## config.mk

```make
export PLATFORM = sky130hd
export DESIGN_NAME = xdm_mailbox
export DESIGN_NICKNAME = d
export VERILOG_FILES = /design/src/rtl/xdm_pkg.sv /design/src/rtl/xdm_side_decode.sv /design/src/rtl/xdm_doorbell.sv /design/src/rtl/xdm_msg_slot.sv /design/src/rtl/xdm_mailbox.sv
export SDC_FILE = /design/constraint.sdc
export NUM_CORES = 1
export LEC_CHECK = 0
export BUFFER_PORTS_ARGS = -buffer_cell sky130_fd_sc_hd__buf_2
export CAP_MARGIN = 25
export CORE_MARGIN = 2
export CORE_UTILIZATION = 55
export DETAILED_ROUTE_END_ITERATION = 8
export GPL_TIMING_DRIVEN = 0
export PLACE_DENSITY_LB_ADDON = 0.05
export SETUP_SLACK_MARGIN = 0.1
export SYNTH_ARGS = -nofsm -noshare
export SYNTH_HDL_FRONTEND = slang
export SYNTH_HIERARCHICAL = 1
export SYNTH_SLANG_ARGS = --single-unit
```

## constraint.sdc

```tcl
create_clock -name clk -period 1.6 [get_ports clk]
set_clock_uncertainty 0.15 [all_clocks]
set_input_delay 0.08 -clock clk [delete_from_list [all_inputs] [get_ports clk]]
set_output_delay 0.08 -clock clk [all_outputs]
set_load 0.005 [all_outputs]
```

## src/rtl/xdm_pkg.sv

```systemverilog
package xdm_pkg;
  localparam int SIDES   = 2;
  localparam int ADR_OUT = 0;
  localparam int ADR_IN  = 1;
  localparam int ADR_EN  = 2;
  localparam int ADR_FLG = 3;
  localparam int ADR_MSG = 4;

  function automatic int addr_width(input int nmsg);
    return $clog2(ADR_MSG + nmsg);
  endfunction

  function automatic int peer_of(input int side);
    return (side == 0) ? 1 : 0;
  endfunction
endpackage

```

## src/rtl/xdm_side_decode.sv

```systemverilog
module xdm_side_decode
  import xdm_pkg::*;
#(
  parameter int DATA_W = 32,
  parameter int NMSG   = 4,
  parameter int ADDR_W = 3
) (
  input  logic              wr,
  input  logic              rd,
  input  logic [ADDR_W-1:0] addr,
  input  logic [DATA_W-1:0] wdata,
  output logic [DATA_W-1:0] out_set,
  output logic [DATA_W-1:0] in_clr,
  output logic              en_we,
  output logic [NMSG-1:0]   flg_ack,
  output logic [NMSG-1:0]   msg_we,
  output logic [NMSG-1:0]   msg_re
);
  logic [DATA_W-1:0] wdata_flg;

  assign wdata_flg = wdata;

  always_comb begin
    out_set = (wr && int'(addr) == ADR_OUT) ? wdata : '0;
    in_clr  = (wr && int'(addr) == ADR_IN)  ? wdata : '0;
    en_we   = wr && int'(addr) == ADR_EN;
    flg_ack = (wr && int'(addr) == ADR_FLG) ? wdata_flg[NMSG-1:0] : '0;
    for (int i = 0; i < NMSG; i++) begin
      msg_we[i] = wr && int'(addr) == ADR_MSG + i;
      msg_re[i] = rd && int'(addr) == ADR_MSG + i;
    end
  end
endmodule

```

## src/rtl/xdm_doorbell.sv

```systemverilog
module xdm_doorbell #(
  parameter int W = 32
) (
  input  logic         clk,
  input  logic         rst_n,
  input  logic [W-1:0] set_v,
  input  logic [W-1:0] clr_v,
  input  logic         en_we,
  input  logic [W-1:0] en_wdata,
  output logic [W-1:0] in_db,
  output logic [W-1:0] en,
  output logic         irq
);
  function automatic logic [W-1:0] db_next(input logic [W-1:0] cur,
                                           input logic [W-1:0] clr,
                                           input logic [W-1:0] set);
    return (cur & ~clr) | set;
  endfunction

  function automatic logic pending(input logic [W-1:0] bits,
                                   input logic [W-1:0] mask);
    return |(bits & mask);
  endfunction

  always_ff @(posedge clk or negedge rst_n) begin
    if (!rst_n) begin
      in_db <= '0;
      en    <= '0;
    end else begin
      in_db <= db_next(in_db, clr_v, set_v);
      if (en_we) en <= en_wdata;
    end
  end

  assign irq = pending(in_db, en);


  db_set_wins_chk: assert property (@(posedge clk) disable iff (!rst_n)
    (|set_v) |=> ((in_db & $past(set_v)) == $past(set_v)));


  db_clear_chk: assert property (@(posedge clk) disable iff (!rst_n)
    (|(clr_v & ~set_v)) |=> ((in_db & $past(clr_v & ~set_v)) == '0));


  db_irq_idle_chk: assert property (@(posedge clk) disable iff (!rst_n)
    (in_db == '0) |-> !irq);
endmodule

```

## src/rtl/xdm_msg_slot.sv

```systemverilog
module xdm_msg_slot #(
  parameter int W = 32
) (
  input  logic         clk,
  input  logic         rst_n,
  input  logic         peer_we,
  input  logic [W-1:0] peer_wdata,
  input  logic         own_re,
  input  logic         own_ack,
  output logic [W-1:0] data,
  output logic         full
);
  function automatic logic full_next(input logic cur, input logic arrive,
                                     input logic drain);
    return arrive | (cur & ~drain);
  endfunction

  always_ff @(posedge clk or negedge rst_n) begin
    if (!rst_n) begin
      data <= '0;
      full <= 1'b0;
    end else begin
      if (peer_we) data <= peer_wdata;
      full <= full_next(full, peer_we, own_re | own_ack);
    end
  end


  msg_arrive_chk: assert property (@(posedge clk) disable iff (!rst_n)
    peer_we |=> (full && data == $past(peer_wdata)));


  msg_drain_chk: assert property (@(posedge clk) disable iff (!rst_n)
    ((own_re || own_ack) && !peer_we) |=> (!full && $stable(data)));
endmodule

```

## src/rtl/xdm_mailbox.sv

```systemverilog
module xdm_mailbox
  import xdm_pkg::*;
#(
  parameter int DATA_W = 32,
  parameter int NMSG   = 4,
  parameter int ADDR_W = addr_width(NMSG)
) (
  input  logic              clk,
  input  logic              rst_n,
  input  logic              a_wr,
  input  logic              a_rd,
  input  logic [ADDR_W-1:0] a_addr,
  input  logic [DATA_W-1:0] a_wdata,
  output logic [DATA_W-1:0] a_rdata,
  output logic              a_db_irq,
  output logic              a_msg_irq,
  input  logic              b_wr,
  input  logic              b_rd,
  input  logic [ADDR_W-1:0] b_addr,
  input  logic [DATA_W-1:0] b_wdata,
  output logic [DATA_W-1:0] b_rdata,
  output logic              b_db_irq,
  output logic              b_msg_irq
);
  logic              wr_s    [SIDES];
  logic              rd_s    [SIDES];
  logic [ADDR_W-1:0] addr_s  [SIDES];
  logic [DATA_W-1:0] wdata_s [SIDES];
  logic [DATA_W-1:0] rdata_q [SIDES];
  logic              db_irq  [SIDES];
  logic              msg_irq [SIDES];

  logic [DATA_W-1:0] out_set [SIDES];
  logic [DATA_W-1:0] in_clr  [SIDES];
  logic              en_we   [SIDES];
  logic [NMSG-1:0]   flg_ack [SIDES];
  logic [NMSG-1:0]   msg_we  [SIDES];
  logic [NMSG-1:0]   msg_re  [SIDES];
  logic [DATA_W-1:0] in_db   [SIDES];
  logic [DATA_W-1:0] en_v    [SIDES];
  logic [NMSG-1:0]   full_v  [SIDES];
  logic [DATA_W-1:0] msg_data[SIDES][NMSG];

  assign wr_s[0] = a_wr;    assign wr_s[1] = b_wr;
  assign rd_s[0] = a_rd;    assign rd_s[1] = b_rd;
  assign addr_s[0] = a_addr;  assign addr_s[1] = b_addr;
  assign wdata_s[0] = a_wdata; assign wdata_s[1] = b_wdata;
  assign a_rdata   = rdata_q[0]; assign b_rdata   = rdata_q[1];
  assign a_db_irq  = db_irq[0];  assign b_db_irq  = db_irq[1];
  assign a_msg_irq = msg_irq[0]; assign b_msg_irq = msg_irq[1];

  for (genvar s = 0; s < SIDES; s++) begin : g_side
    localparam int P = peer_of(s);
    logic [DATA_W-1:0] rd_mux;

    xdm_side_decode #(.DATA_W(DATA_W), .NMSG(NMSG), .ADDR_W(ADDR_W)) u_dec (
      .wr(wr_s[s]), .rd(rd_s[s]), .addr(addr_s[s]), .wdata(wdata_s[s]),
      .out_set(out_set[s]), .in_clr(in_clr[s]), .en_we(en_we[s]),
      .flg_ack(flg_ack[s]), .msg_we(msg_we[s]), .msg_re(msg_re[s])
    );

    xdm_doorbell #(.W(DATA_W)) u_db (
      .clk(clk), .rst_n(rst_n),
      .set_v(out_set[P]), .clr_v(in_clr[s]),
      .en_we(en_we[s]), .en_wdata(wdata_s[s]),
      .in_db(in_db[s]), .en(en_v[s]), .irq(db_irq[s])
    );

    for (genvar i = 0; i < NMSG; i++) begin : g_slot
      xdm_msg_slot #(.W(DATA_W)) u_slot (
        .clk(clk), .rst_n(rst_n),
        .peer_we(msg_we[P][i]), .peer_wdata(wdata_s[P]),
        .own_re(msg_re[s][i]), .own_ack(flg_ack[s][i]),
        .data(msg_data[s][i]), .full(full_v[s][i])
      );
    end

    assign msg_irq[s] = |full_v[s];

    always_comb begin
      rd_mux = '0;
      if (int'(addr_s[s]) == ADR_IN)       rd_mux = in_db[s];
      else if (int'(addr_s[s]) == ADR_EN)  rd_mux = en_v[s];
      else if (int'(addr_s[s]) == ADR_FLG) rd_mux = DATA_W'(full_v[s]);
      else begin
        for (int i = 0; i < NMSG; i++)
          if (int'(addr_s[s]) == ADR_MSG + i) rd_mux = msg_data[s][i];
      end
    end

    always_ff @(posedge clk or negedge rst_n) begin
      if (!rst_n)         rdata_q[s] <= '0;
      else if (rd_s[s])   rdata_q[s] <= rd_mux;
    end


    out_reads_zero_chk: assert property (@(posedge clk) disable iff (!rst_n)
      (rd_s[s] && int'(addr_s[s]) == ADR_OUT) |=> (rdata_q[s] == '0));


    msg_irq_flag_chk: assert property (@(posedge clk) disable iff (!rst_n)
      (msg_we[P] != '0) |=> msg_irq[s]);


    peer_ring_chk: assert property (@(posedge clk) disable iff (!rst_n)
      ((out_set[P] & en_v[s]) != '0) |=> db_irq[s]);
  end
endmodule

```

==> results of run 1 <==
## logic make-up after synthesis
logic type             count (synthesis)  share of synthesized area (%)
flip-flops                           456                          49.71
AO/OA/AOI/OAI                        392                          12.44
multiplexers                         392                          22.86
AND/OR/NAND/NOR                      381                          8.564
buffers and inverters                236                          6.427
## worst register-to-register path, stage by stage, from the launching register on
cell                      delay, ns
sky130_fd_sc_hd__dfrtp_1       0.43
sky130_fd_sc_hd__mux2_4        0.29
sky130_fd_sc_hd__a22oi_2       0.21
sky130_fd_sc_hd__o21ai_1       0.10
sky130_fd_sc_hd__mux2_4        0.26
## flip-flops by register name, indices dropped and copies added, names as in the netlist
signal,count
g_side.g_slot.u_slot/data,256
g_side.u_db/en,64
g_side.u_db/in_db,64
a_rdata,32
b_rdata,32
g_side.g_slot.u_slot/full,8
## cells in the mapped netlist (all sizes together), types with 3 or more instances
| master | n |
|---|---|
| nor3 | 4 |
| or4 | 4 |
| o221ai | 4 |
| o22ai | 63 |
| clkbuf | 52 |
| o21ai | 12 |
| nand2 | 72 |
| o211a | 28 |
| inv | 102 |
| dfrtp | 456 |
| nor2b | 6 |
| buf | 82 |
| nand4 | 8 |
| nand3b | 3 |
| nor3b | 5 |
| mux2i | 40 |
| mux2 | 351 |
| o2bb2ai | 27 |
| or3b | 5 |
| a22oi | 88 |
| a22o | 4 |
| a21o | 72 |
| a21oi | 59 |
| and3 | 9 |
| o22a | 30 |
| nand2b | 78 |
| a31oi | 3 |
| nor2 | 129 |
| and2 | 48 |
## how the worst max path moves through the flow
| stage | startpoint | to | slack, ns |
|---|---|---|---|
| after floorplan | a_addr[0] | g_side[0].u_db/en[10] | 0.04 |
| final | g_side[1].u_db/en[5] | b_db_irq | -0.77 |
| after global routing | g_side[1].u_db/en[5] | b_db_irq | -0.79 |
| after CTS | g_side[1].u_db/in_db[5] | b_db_irq | -0.76 |
| after detailed placement | a_addr[2] | a_rdata[2] | -0.69 |
| after global placement | rst_n | g_side[1].g_slot[0].u_slot/data[15] | -8.85 |
## through the flow
| step | cell area (µm²) | utilization [%] | hold slack, ns | setup slack (ns) |
|---|---|---|---|---|
| 6_report | 27460 | 66.95 | -0.5973 | -0.7653 |
| 3_5_place_dp | 24540 | 59.84 | 0.03072 | -0.6862 |
| 5_1_grt | 27460 | 66.95 | -0.5544 | -0.7860 |
| 3_3_place_gp | 24400 | 59.48 | 0.3000 | -8.853 |
| 2_1_floorplan | 23010 | - | -0.3656 | 0.03926 |
| 4_1_cts | 27250 | 66.45 | -0.5930 | -0.7633 |
## timing repair
| action | CTS | global route |
|---|---|---|
| gates resized for setup | 26 | 36 |
| setup buffers | 11 | 11 |
| endpoints found under the hold margin | 755 | 122 |
| endpoints found under the setup margin | 22 | 166 |
| pin swaps | 13 | 9 |
| hold buffers | 72 | 7 |
## where the power goes
part	total, W	switching [W]	leakage (nW)	internal [W]
Sequential	0.0161	0.00205	5.49	0.0140
Clock	0.0127	0.00482	0.879	0.00786
Combinational	0.00701	0.00284	6.29	0.00418
Total	0.0357	0.00971	12.7	0.0260
## area by class of cell
cell class	count	area share, %
repair buffers	247	6.652
clock inverters	15	1.093
flip-flops and latches	456	41.57
clock buffers	76	5.435
well taps	532	2.424
inverters	102	1.394
plain buffers	134	4.274
multi-input cells	1165	37.15
## placed cells by master, fill, tap and decap left out, drive strengths merged, types with 59 or more instances in the layout
cell type	count
a21o	72
a21oi	59
a22oi	88
buf	247
clkbuf	133
dfrtp	456
dlygate4sd3	76
inv	102
mux2	351
nand2	72
nand2b	78
nor2	129
o22ai	63
## routing by layer
metal  track usage (%)  routed length [µm]  part of all wire (%)  up-vias
li1                  -                   -                     -     7198
met1             44.11               30340                    45     8064
met2             48.51               30570                    46      501
met3             4.468                3690                   5.5      120
met4             11.29                2102                   3.2        0
met5                 0                   0                     0        -
==> out/results.md, run 1 <==
| Stage | Item | This run |
|---|---|---|
| grt | Number of global-route vias before repair | 16.57k |
| critical path | R2r endpoint | b_rdata[1] |
| synth | Yosys Warn Count | 6 |
| layout | Area growth syn-to-layout | 19.65% |
| timing | Max-Slew Margin vs Limit | 54.75% |
| synth | Count of distinct cell types in the synthesized netlist | 50 |
| place | Count of buffers from port buffering | 143 |
| grt | Initial antenna violation count | 1 |
| layout | Area of the multi-input gates | 0.01020 mm² |
| timing | Total Neg Setup Slack | -3.774 ns |
| critical path | Req. time, crit path | 1.37 ns |
| critical path | Delay of the slowest cell on the worst path | 0.57 ns |
| clocking | Source-to-sink clock delay at the later pin of the worst-skew pair | 0.59 ns |
| clocking | Number of sinks on the clock net | 456 |
| clocking | Level count of the clock H-tree | 2 |
| route | First-pass iteration count of the detailed router | 5 |
| timing | Worst Max-Slew Pin Slew | 0.6787 ns |
| timing | Final Hold Fails | 342 |
| run status | Failing checks | hold timing, setup timing |
| flow run | Number of max-capacitance violations reported | 0 |
| clocking | Clock buffers created by TritonCTS | 51 |
| synth | Synth top area share | 49.71% |
| synth | Instance count of the mapped netlist | 1857 |
| timing | Final setup slack of the worst path | -0.7653 ns |
| timing | Final number of max-transition violations | 0 |
| timing | Time the worst path needs with I/O delays and setup | 2.365 ns |
| critical path | Path type of the worst setup path | flop to output pin |
| critical path | CP Launch Type | flop |
| run status | Outcome | finished with violations |
| clocking | Clock tree root driver cell | sky130_fd_sc_hd__clkbuf_16 |
| synth | Syn nets | 1933 |
| critical path | Launch point of the worst reg-to-reg path | g_side[1].u_db/in_db[1] |
| route | DRC violations left | 0 |
| synth | Flops & latches, synth | 456 |
| route | Via count | 15.88k |
| critical path | Critical Path, Cell by Cell | a22oi_2 > nand4_1 > or4_4 > buf_6 |
| layout | Ant diodes | 0 |
| grt | Maximum number of pins on one net before global-route repair | 116 |
| power | Leakage dissipation | 12.67 nW |
| floorplan | Die Width | 208.3 µm |
| timing | Period utilization | 147.8% |
| floorplan | Placeable Area | 0.04102 mm² |
| synth | Sequential-to-total area share from yosys stat | 49.71% |
| floorplan | Number of top-level design ports | 144 |
| critical path | Cell family contributing the most delay on the critical path | simple AND/OR/NAND/NOR gates |
| floorplan | Initial Util | 55.96% |
| timing | Worst hold margin | -0.5973 ns |
| route | Detail-routed via count per cell | 5.824 |
| route | Wirelength per Cell | 24.46 µm |
| layout | Share of layout cells above drive strength 1 | 33.67% |
| power | Total power of the final layout | 0.03575 W |
| place | Dpl hpwl | 48030 µm |
| critical path | Logic depth of the worst path, buffers included | 4 |
| critical path | Endpoint kind of the worst setup timing path | output pin |
| power | Power density of the placed cells | 1302 mW/mm² |
| synth | Biggest area consumer among synthesized cells | sky130_fd_sc_hd__dfrtp_1 |
| layout | Filler cells | 3104 |
| grt | Leftover overflow at the end of global routing | 0 |
| layout | Final Net Count | 2233 |
| synth | Summed instance area of the synthesized netlist | 0.02295 mm² |
| timing | Setup repair after global routing missed its margin | yes |
| floorplan | Die boundary height | 208.3 µm |
| critical path | FF-to-FF path depth | 4 |
| layout | Number of standard cells in the final layout excluding fillers | 2727 |
| route | Number of nets still failing antenna checks after routing | 0 |
| grt | GRT Overall Usage | 30.97% |
| floorplan | Die area | 0.04338 mm² |
| critical path | Buffer and inverter count on the worst path | 1 |
| synth | Count of flip-flops with a built-in enable after synthesis | 0 |
| power | Highest ir drop seen on vdd | 1.003 mV |
| layout | Sequential cell area in the final layout | 0.01142 mm² |
| grt | Wire length of the first global-routing pass | 102600 µm |
| floorplan | Num rows | 74 |
| timing | Setup-violating endpoint count in the final report | 24 |
| place | RD Place Congestion | 0.9170 |
| critical path | Worst-path cell with the longest stage delay | sky130_fd_sc_hd__or4_4 |
| place | Number of cells in the design after placement | 2537 |
| min path | HP Class | input pin to async pin |
| critical path | Worst-path fanout max | 3 |
| clocking | Clock-pin slew reported for the worst setup and hold paths after clock tree synthesis | 0.06 ns |
| synth | Asr flop ratio synth | 100.0% |
| clocking | TritonCTS clock tree | done |
| timing | Highest achievable clock rate | 0.4228 GHz |
| clocking | Buffers from clock root to sink, at most | 3 |
| synth | Avg Synthesized Cell Area | 12.36 µm² |
| critical path | Internal reg-to-reg setup slack | 0.04 ns |
| synth | Prevailing post-synth register cell | sky130_fd_sc_hd__dfrtp_1 |
| route | Number of DRC violations after detailed-routing iteration 0 | 1261 |
| critical path | Critical path arrival | 2.14 ns |
| synth | Synth area leaders | sky130_fd_sc_hd__dfrtp_1, sky130_fd_sc_hd__mux2_4, sky130_fd_sc_hd__mux2_2 |
| route | Total wirelength of the detailed-routed design | 66700 µm |
Power figures use the tool's default switching activity.
==> run 2: changes to the inputs <==
CORE_UTILIZATION = 50   (was 55)
==> run 2 against run 1 <==
The run still ends with hold timing, setup timing left. Largest power group unchanged. Final cell count is 2.2% higher. Critical path type unchanged. Non-clock buffer count decreased by 10. Die area up 9.8%. Via count decreased by 1.2%. Clock-buffer cell count rose by 3. Combinational power decreased by 0.9%. Clock power down 6%. Wire length rose by 1.4%. Core utilization shrank 6.6 points.
==> out/results.md, run 2 (synthesis results as in run 1) <==
| Stage | Item | This run |
|---|---|---|
| floorplan | Die boundary height | 218.3 µm |
| grt | Maximum number of pins on one net before global-route repair | 104 |
| layout | Area growth syn-to-layout | 19.30% |
| power | Proportion of power drawn by combinational gates | 19.8% |
| timing | Worst hold margin | -0.7623 ns |
| layout | Ant diodes | 0 |
| layout | Most used cells in the layout excluding fill and tap cells | sky130_fd_sc_hd__dfrtp_1, sky130_fd_sc_hd__mux2_4, sky130_fd_sc_hd__buf_2 |
| route | Wirelength per Cell | 24.25 µm |
| power | Highest ir drop seen on vdd | 0.9304 mV |
| critical path | Endpoint kind of the worst setup timing path | output pin |
| layout | Final design utilization | 60.34% |
| critical path | Req. time, crit path | 1.37 ns |
| grt | Leftover overflow at the end of global routing | 0 |
| critical path | Path type of the worst setup path | flop to output pin |
| route | Via count | 15.69k |
| timing | Setup-violating endpoint count in the final report | 4 |
| timing | Setup repair after global routing missed its margin | yes |
| clocking | Clock buffers created by TritonCTS | 51 |
| timing | Highest achievable clock rate | 0.4153 GHz |
| grt | Initial antenna violation count | 0 |
| layout | Area of the multi-input gates | 0.01020 mm² |
| layout | Number of flip-flops under the largest register name | 256 |
| route | First-pass iteration count of the detailed router | 5 |
| layout | Most common cell after layout, fill and taps aside | sky130_fd_sc_hd__dfrtp_1 |
| critical path | CP Launch Type | flop |
| clocking | Number of sinks on the clock net | 456 |
| critical path | FF-to-FF path depth | 4 |
| timing | Final number of max-transition violations | 0 |
| critical path | Worst-path fanout max | 3 |
| place | RD Place Congestion | 0.8578 |
| clocking | Buffers from clock root to sink, at most | 3 |
| power | Total power of the final layout | 0.03503 W |
| min path | HP Class | input pin to async pin |
| power | Clock power frac | 34.4% |
| grt | Number of global-route vias before repair | 15.85k |
| timing | Period utilization | 150.5% |
| power | Flop pwr share | 45.8% |
| critical path | Critical Path, Cell by Cell | a22oi_2 > nand4_1 > or4_4 > buf_6 |
| floorplan | Num rows | 78 |
| layout | Register with the most flip-flops | g_side.g_slot.u_slot/data |
| place | Dpl hpwl | 49210 µm |
| layout | Share of layout cells above drive strength 1 | 33.87% |
| route | Number of nets still failing antenna checks after routing | 0 |
| run status | Failing checks | hold timing, setup timing |
| clocking | Source-to-sink clock delay at the later pin of the worst-skew pair | 0.60 ns |
| power | Power density of the placed cells | 1279 mW/mm² |
| route | Total wirelength of the detailed-routed design | 67610 µm |
| critical path | Source of the critical timing path | g_side[1].u_db/in_db[5] |
| layout | Sequential cell area in the final layout | 0.01142 mm² |
| floorplan | Die Width | 218.3 µm |
| power | Internal power | 0.02530 W |
| run status | Outcome | finished with violations |
| layout | Biggest registers after layout | g_side.g_slot.u_slot/data x256, g_side.u_db/en x64, g_side.u_db/in_db x64 |
| place | Placement-stage cell area | 0.02460 mm² |
| critical path | Critical path arrival | 2.18 ns |
| timing | Final Hold Fails | 206 |
| power | Switch share | 27.79% |
| timing | Worst Max-Slew Pin Slew | 0.7048 ns |
| timing | Max-Slew Margin vs Limit | 53.02% |
| power | Sw Pwr | 0.009736 W |
| place | Number of cells in the design after placement | 2604 |
| critical path | Internal reg-to-reg setup slack | 0.06 ns |
| grt | GRT Overall Usage | 28.61% |
| floorplan | Die area | 0.04764 mm² |
| critical path | Worst-path cell with the longest stage delay | sky130_fd_sc_hd__or4_4 |
| power | Leakage dissipation | 12.60 nW |
| flow run | Number of max-capacitance violations reported | 0 |
| route | Number of DRC violations after detailed-routing iteration 0 | 1079 |
| layout | Final instance area | 0.02738 mm² |
| route | DRC violations left | 0 |
| clocking | Clock-pin slew reported for the worst setup and hold paths after clock tree synthesis | 0.06 ns |
| layout | Final Net Count | 2223 |
| clocking | Level count of the clock H-tree | 2 |
| place | Count of buffers from port buffering | 143 |
| clocking | TritonCTS clock tree | done |
| critical path | Launch point of the worst reg-to-reg path | g_side[1].u_db/in_db[1] |
| floorplan | Number of top-level design ports | 144 |
| grt | Wire length of the first global-routing pass | 102100 µm |
| floorplan | Placeable Area | 0.04538 mm² |
| route | Detail-routed via count per cell | 5.628 |
| layout | Number of standard cells in the final layout excluding fillers | 2788 |
| floorplan | Initial Util | 50.58% |
| timing | Final setup slack of the worst path | -0.8080 ns |
| layout | Filler cells | 3677 |
| clocking | Clock tree root driver cell | sky130_fd_sc_hd__clkbuf_16 |
| critical path | Delay of the slowest cell on the worst path | 0.59 ns |
| timing | Time the worst path needs with I/O delays and setup | 2.408 ns |
==> run 2: layout make-up <==
type	instances	share of cell area, %
clock inverters	15	0.5894
multi-input cells	1165	37.26
plain buffers	134	4.268
flip-flops and latches	456	41.70
repair buffers	237	6.347
clock buffers	79	5.703
well taps	600	2.742
inverters	102	1.398
==> run 2: worst max-delay path: cells and delay by family, from the launching register on <==
family                 cells  cell delay, ns
and+or+nand+nor            2            0.71
AOI/OAI and AO/OA          1            0.28
DFF                        1            0.44
buffers and inverters      1            0.14
==> run 2: final timing paths <==
check	to
hold reg to reg	b_rdata[1]
min in group clk	g_side[1].g_slot[3].u_slot/full
setup reg to reg	b_rdata[1]
max in group asynchronous	g_side[1].u_db/in_db[14]
hold / removal	g_side[0].g_slot[3].u_slot/data[0]
setup / recovery	b_db_irq
==> run 2: timing repair <==
action,CTS,global route
hold buffers,72,2
pin swaps,13,4
setup buffers,13,4
cloned,0,1
setup endpoints to repair,9,271
endpoints found under the hold margin,571,175
gates resized for setup,26,32
==> run 2: power by group through the flow <==
stage          Clock [W]  Combinational (W)  Sequential [W]
6_report          0.0120            0.00695          0.0160
4_1_cts           0.0123            0.00689          0.0160
3_5_place_dp           0            0.00650          0.0161
5_1_grt           0.0127            0.00750          0.0163
2_1_floorplan          0            0.00470          0.0153
3_3_place_gp           0            0.00633          0.0161
==> run 2: routing by layer <==
metal,GRT usage (%),wire length [µm]
met5,0,0
met4,8.095,1793
met3,3.814,3234
met2,43.99,30570
met1,42.43,32020
==> run 2: metrics by stage <==
stage               setup WS (ns)  setup TNS [ns]
global placement           -9.018        -4188.59
CTS                       -0.8129          -9.539
global route              -0.8455          -2.335
finish                    -0.8080          -2.183
detailed placement        -0.6432         -175.17
floorplan                 0.03926               0
==> run 3: changes to the inputs <==
ABC_AREA = 1   (was default)
CORE_ASPECT_RATIO = 2   (was default)
==> run 3 against run 2 <==
The flow still finishes with violations (hold timing, setup timing). Core utilization decreased by 0.39 points. Non-clock buffer count up 35. Combinational power shrank 12%. Critical path type unchanged. Critical endpoint is now a_db_irq. Largest power group unchanged.
==> out/results.md, run 3 <==
| Stage | Item | This run |
|---|---|---|
| critical path | Delay of the slowest cell on the worst path | 0.40 ns |
| layout | Most used cells in the layout excluding fill and tap cells | sky130_fd_sc_hd__nand2_1, sky130_fd_sc_hd__dfrtp_1, sky130_fd_sc_hd__nor2_1 |
| grt | Number of global-route vias before repair | 19.94k |
| synth | Biggest area consumer among synthesized cells | sky130_fd_sc_hd__dfrtp_1 |
| place | Count of buffers from port buffering | 143 |
| place | RD Place Congestion | 0.9157 |
| route | Total wirelength of the detailed-routed design | 74270 µm |
| clocking | TritonCTS clock tree | done |
| critical path | Worst-path fanout max | 2 |
| critical path | Endpoint kind of the worst setup timing path | output pin |
| route | Metal3 WL | 2906 µm |
| route | First-pass iteration count of the detailed router | 8 |
| timing | Setup-violating endpoint count in the final report | 4 |
| place | Dpl hpwl | 56850 µm |
| clocking | Buffers from clock root to sink, at most | 3 |
| critical path | CP Launch Type | flop |
| floorplan | Initial Util | 50.74% |
| place | Placement-stage cell area | 0.02480 mm² |
| clocking | Clock buffers created by TritonCTS | 43 |
| layout | Area of the multi-input gates | 0.009774 mm² |
| layout | Area growth syn-to-layout | 18.15% |
| critical path | Critical path arrival | 1.72 ns |
| grt | Maximum number of pins on one net before global-route repair | 124 |
| synth | Avg Synthesized Cell Area | 7.937 µm² |
| synth | Flops & latches, synth | 456 |
| synth | Syn nets | 3006 |
| route | Via count | 19.54k |
| floorplan | Die Width | 156.5 µm |
| synth | Sequential-to-total area share from yosys stat | 49.07% |
| timing | Final Hold Fails | 262 |
| grt | Wire length of the first global-routing pass | 112700 µm |
| timing | Period utilization | 121.7% |
| route | Highest signal layer in the routed design | met4 |
| layout | Biggest registers after layout | g_side.g_slot.u_slot/data x256, g_side.u_db/en x64, g_side.u_db/in_db x64 |
| critical path | Buffer and inverter count on the worst path | 1 |
| synth | Instance count of the mapped netlist | 2930 |
| flow run | Number of max-capacitance violations reported | 0 |
| route | Number of nets still failing antenna checks after routing | 0 |
| synth | Prevailing post-synth register cell | sky130_fd_sc_hd__dfrtp_1 |
| synth | Synth area leaders | sky130_fd_sc_hd__dfrtp_1, sky130_fd_sc_hd__nand2_1, sky130_fd_sc_hd__nor2_1 |
| floorplan | Placeable Area | 0.04583 mm² |
| floorplan | Die area | 0.04836 mm² |
| timing | Final number of max-transition violations | 0 |
| layout | Final Net Count | 3307 |
| timing | Setup repair after global routing missed its margin | yes |
| clocking | Source-to-sink clock delay at the later pin of the worst-skew pair | 0.57 ns |
| min path | HP Class | input pin to async pin |
| layout | Register with the most flip-flops | g_side.g_slot.u_slot/data |
| power | Flop pwr share | 47.6% |
| timing | Final setup slack of the worst path | -0.3470 ns |
| run status | Failing checks | hold timing, setup timing |
| route | Detail Route met2 WL | 39630 µm |
| critical path | Cell occurring most often along the worst timing path | sky130_fd_sc_hd__nand2_2 |
| power | Highest ir drop seen on vdd | 0.8064 mV |
| synth | Most frequent cell after synthesis | sky130_fd_sc_hd__nand2_1 |
| power | Switch share | 30.08% |
| clocking | Clock-pin slew reported for the worst setup and hold paths after clock tree synthesis | 0.06 ns |
| timing | Worst hold margin | -0.6899 ns |
| timing | Worst Max-Slew Pin Slew | 0.7593 ns |
| layout | Final instance area | 0.02748 mm² |
| critical path | Worst-path cell with the longest stage delay | sky130_fd_sc_hd__dfrtp_1 |
| layout | Most common cell after layout, fill and taps aside | sky130_fd_sc_hd__nand2_1 |
| synth | Count of flip-flops with a built-in enable after synthesis | 0 |
| timing | Max-Slew Margin vs Limit | 49.38% |
| synth | Most frequent cells after synthesis | sky130_fd_sc_hd__nand2_1, sky130_fd_sc_hd__dfrtp_1, sky130_fd_sc_hd__nor2_1 |
| clocking | Clock tree root driver cell | sky130_fd_sc_hd__clkbuf_16 |
| layout | Number of flip-flops under the largest register name | 256 |
| route | Wirelength per Cell | 19.40 µm |
| route | Wire length on met1 | 27130 µm |
| clocking | Level count of the clock H-tree | 2 |
| route | Detail-routed via count per cell | 5.104 |
| critical path | Cell family contributing the most delay on the critical path | simple AND/OR/NAND/NOR gates |
| grt | GRT Overall Usage | 31.03% |
| power | Clock power frac | 33.4% |
| run status | Outcome | finished with violations |
| synth | Asr flop ratio synth | 100.0% |
| synth | Synth top area share | 49.07% |
| power | Leakage dissipation | 15.03 nW |
| power | Power density of the placed cells | 1169 mW/mm² |
| power | Internal power | 0.02246 W |
| layout | Share of layout cells above drive strength 1 | 17.96% |
| synth | Yosys Warn Count | 6 |
| critical path | Req. time, crit path | 1.37 ns |
| grt | Leftover overflow at the end of global routing | 0 |
| route | DRC violations left | 0 |
| floorplan | Die boundary height | 309 µm |
| grt | Initial antenna violation count | 1 |
| route | Number of DRC violations after detailed-routing iteration 0 | 1233 |
| synth | Summed instance area of the synthesized netlist | 0.02326 mm² |
| clocking | CTS Hold Bufs | 80 |
| layout | Filler cells | 4210 |
| timing | Time the worst path needs with I/O delays and setup | 1.947 ns |
| floorplan | Number of top-level design ports | 144 |
| power | Total power of the final layout | 0.03213 W |
| power | Proportion of power drawn by combinational gates | 19.1% |
| synth | Count of distinct cell types in the synthesized netlist | 30 |
| power | Sw Pwr | 0.009664 W |
| clocking | Number of sinks on the clock net | 456 |
| critical path | Critical Path, Cell by Cell | nand2_2 > nand2_2 > nor2_4 > nand2_1 > nor2_2 > nand2_2 > buf_2 |
| timing | Highest achievable clock rate | 0.5136 GHz |
| layout | Sequential cell area in the final layout | 0.01141 mm² |
| critical path | Path type of the worst setup path | flop to output pin |
| floorplan | Num rows | 111 |
## run 3: changes by cell type in the layout (fill, tap and decap cells not counted), moves of 76 or more
| cell | before | now |
|---|---|---|
| sky130_fd_sc_hd__o21bai_1 | 0 | 93 |
| sky130_fd_sc_hd__nor2_1 | 121 | 322 |
| sky130_fd_sc_hd__mux2_4 | 234 | 60 |
| sky130_fd_sc_hd__nand2_1 | 71 | 1249 |
| sky130_fd_sc_hd__inv_1 | 102 | 197 |
| sky130_fd_sc_hd__nand2_2 | 1 | 94 |
| sky130_fd_sc_hd__nand2b_1 | 76 | 0 |
| sky130_fd_sc_hd__mux2_2 | 113 | 4 |
## run 3: layout make-up
| type | instances | share of cell area [%] |
|---|---|---|
| sequential | 456 | 41.53 |
| timing repair buffer | 256 | 6.848 |
| inverter | 212 | 3.115 |
| clock buffer | 59 | 4.503 |
| multi-input combinational | 2112 | 35.57 |
| clock inverter | 18 | 0.7559 |
| tap | 565 | 2.573 |
| buffer | 150 | 5.095 |
| antenna | 1 | 0.009107 |
## run 3: final timing paths
path	startpoint	end	slack [ns]	cells after the start
min in group clk	b_addr[1]	g_side[1].u_db/in_db[27]	0.03	5
setup / recovery	g_side[0].u_db/in_db[6]	a_db_irq	-0.35	7
hold / removal	rst_n	g_side[0].g_slot[0].u_slot/data[5]	-0.69	1
setup reg to reg	g_side[1].g_slot[1].u_slot/data[0]	b_rdata[0]	0.23	4
max in group asynchronous	rst_n	g_side[1].g_slot[0].u_slot/data[19]	0.54	3
hold reg to reg	g_side[1].g_slot[0].u_slot/data[29]	g_side[1].g_slot[0].u_slot/data[29]	0.32	2
## run 3: repair_timing
item / 4_1_cts / 5_1_grt
resized for setup: 38 / 60
pin swaps: 10 / 14
setup buffers: 14 / 15
endpoints found under the hold margin: 663 / 247
setup endpoints to repair: 26 / 373
## run 3: worst reg2reg max path, cell delays in order (launching register included)
cell and delay, ns:
sky130_fd_sc_hd__dfrtp_1 0.38, sky130_fd_sc_hd__o21ai_0 0.29, sky130_fd_sc_hd__nand3_1 0.11, sky130_fd_sc_hd__o21ai_0 0.24, sky130_fd_sc_hd__nand2_1 0.08
## run 3: kinds of logic (layout without fill, tap and decap cells)
group | after synthesis | count (layout) | synth area share (%)
compound gates | 255 | 255 | 6.510
simple gates | 1793 | 1793 | 30.80
flops | 456 | 456 | 49.07
other cells | 0 | 1 | 0
mux | 64 | 64 | 4.067
buf+inv | 362 | 695 | 9.555
## run 3: power by group through the flow
stage | clock (W) | sequential [W] | combinational (W)
after floorplan | 0 | 0.0151 | 0.00356
after global placement | 0 | 0.0153 | 0.00533
after detailed placement | 0 | 0.0154 | 0.00550
after CTS | 0.0109 | 0.0152 | 0.00598
after global routing | 0.0113 | 0.0155 | 0.00685
final | 0.0107 | 0.0153 | 0.00613
## run 3: through the flow
stage	instances	worst slack [ns]	utilization [%]	TNS, ns
after floorplan	2930	0.2339	-	0
after global placement	3638	-8.952	53.85	-4066.12
after detailed placement	3642	-0.6977	54.11	-33.18
after CTS	3813	-0.3651	59.50	-3.963
after global routing	3829	-0.4081	59.95	-1.415
final	3829	-0.3470	59.95	-1.242
## run 3: routing by layer
metal  global-route usage [%]  vias up
li1                         -     9579
met1                    33.61     9139
met2                    58.36      596
met3                    3.040      229
met4                    17.13        0
met5                        0        -
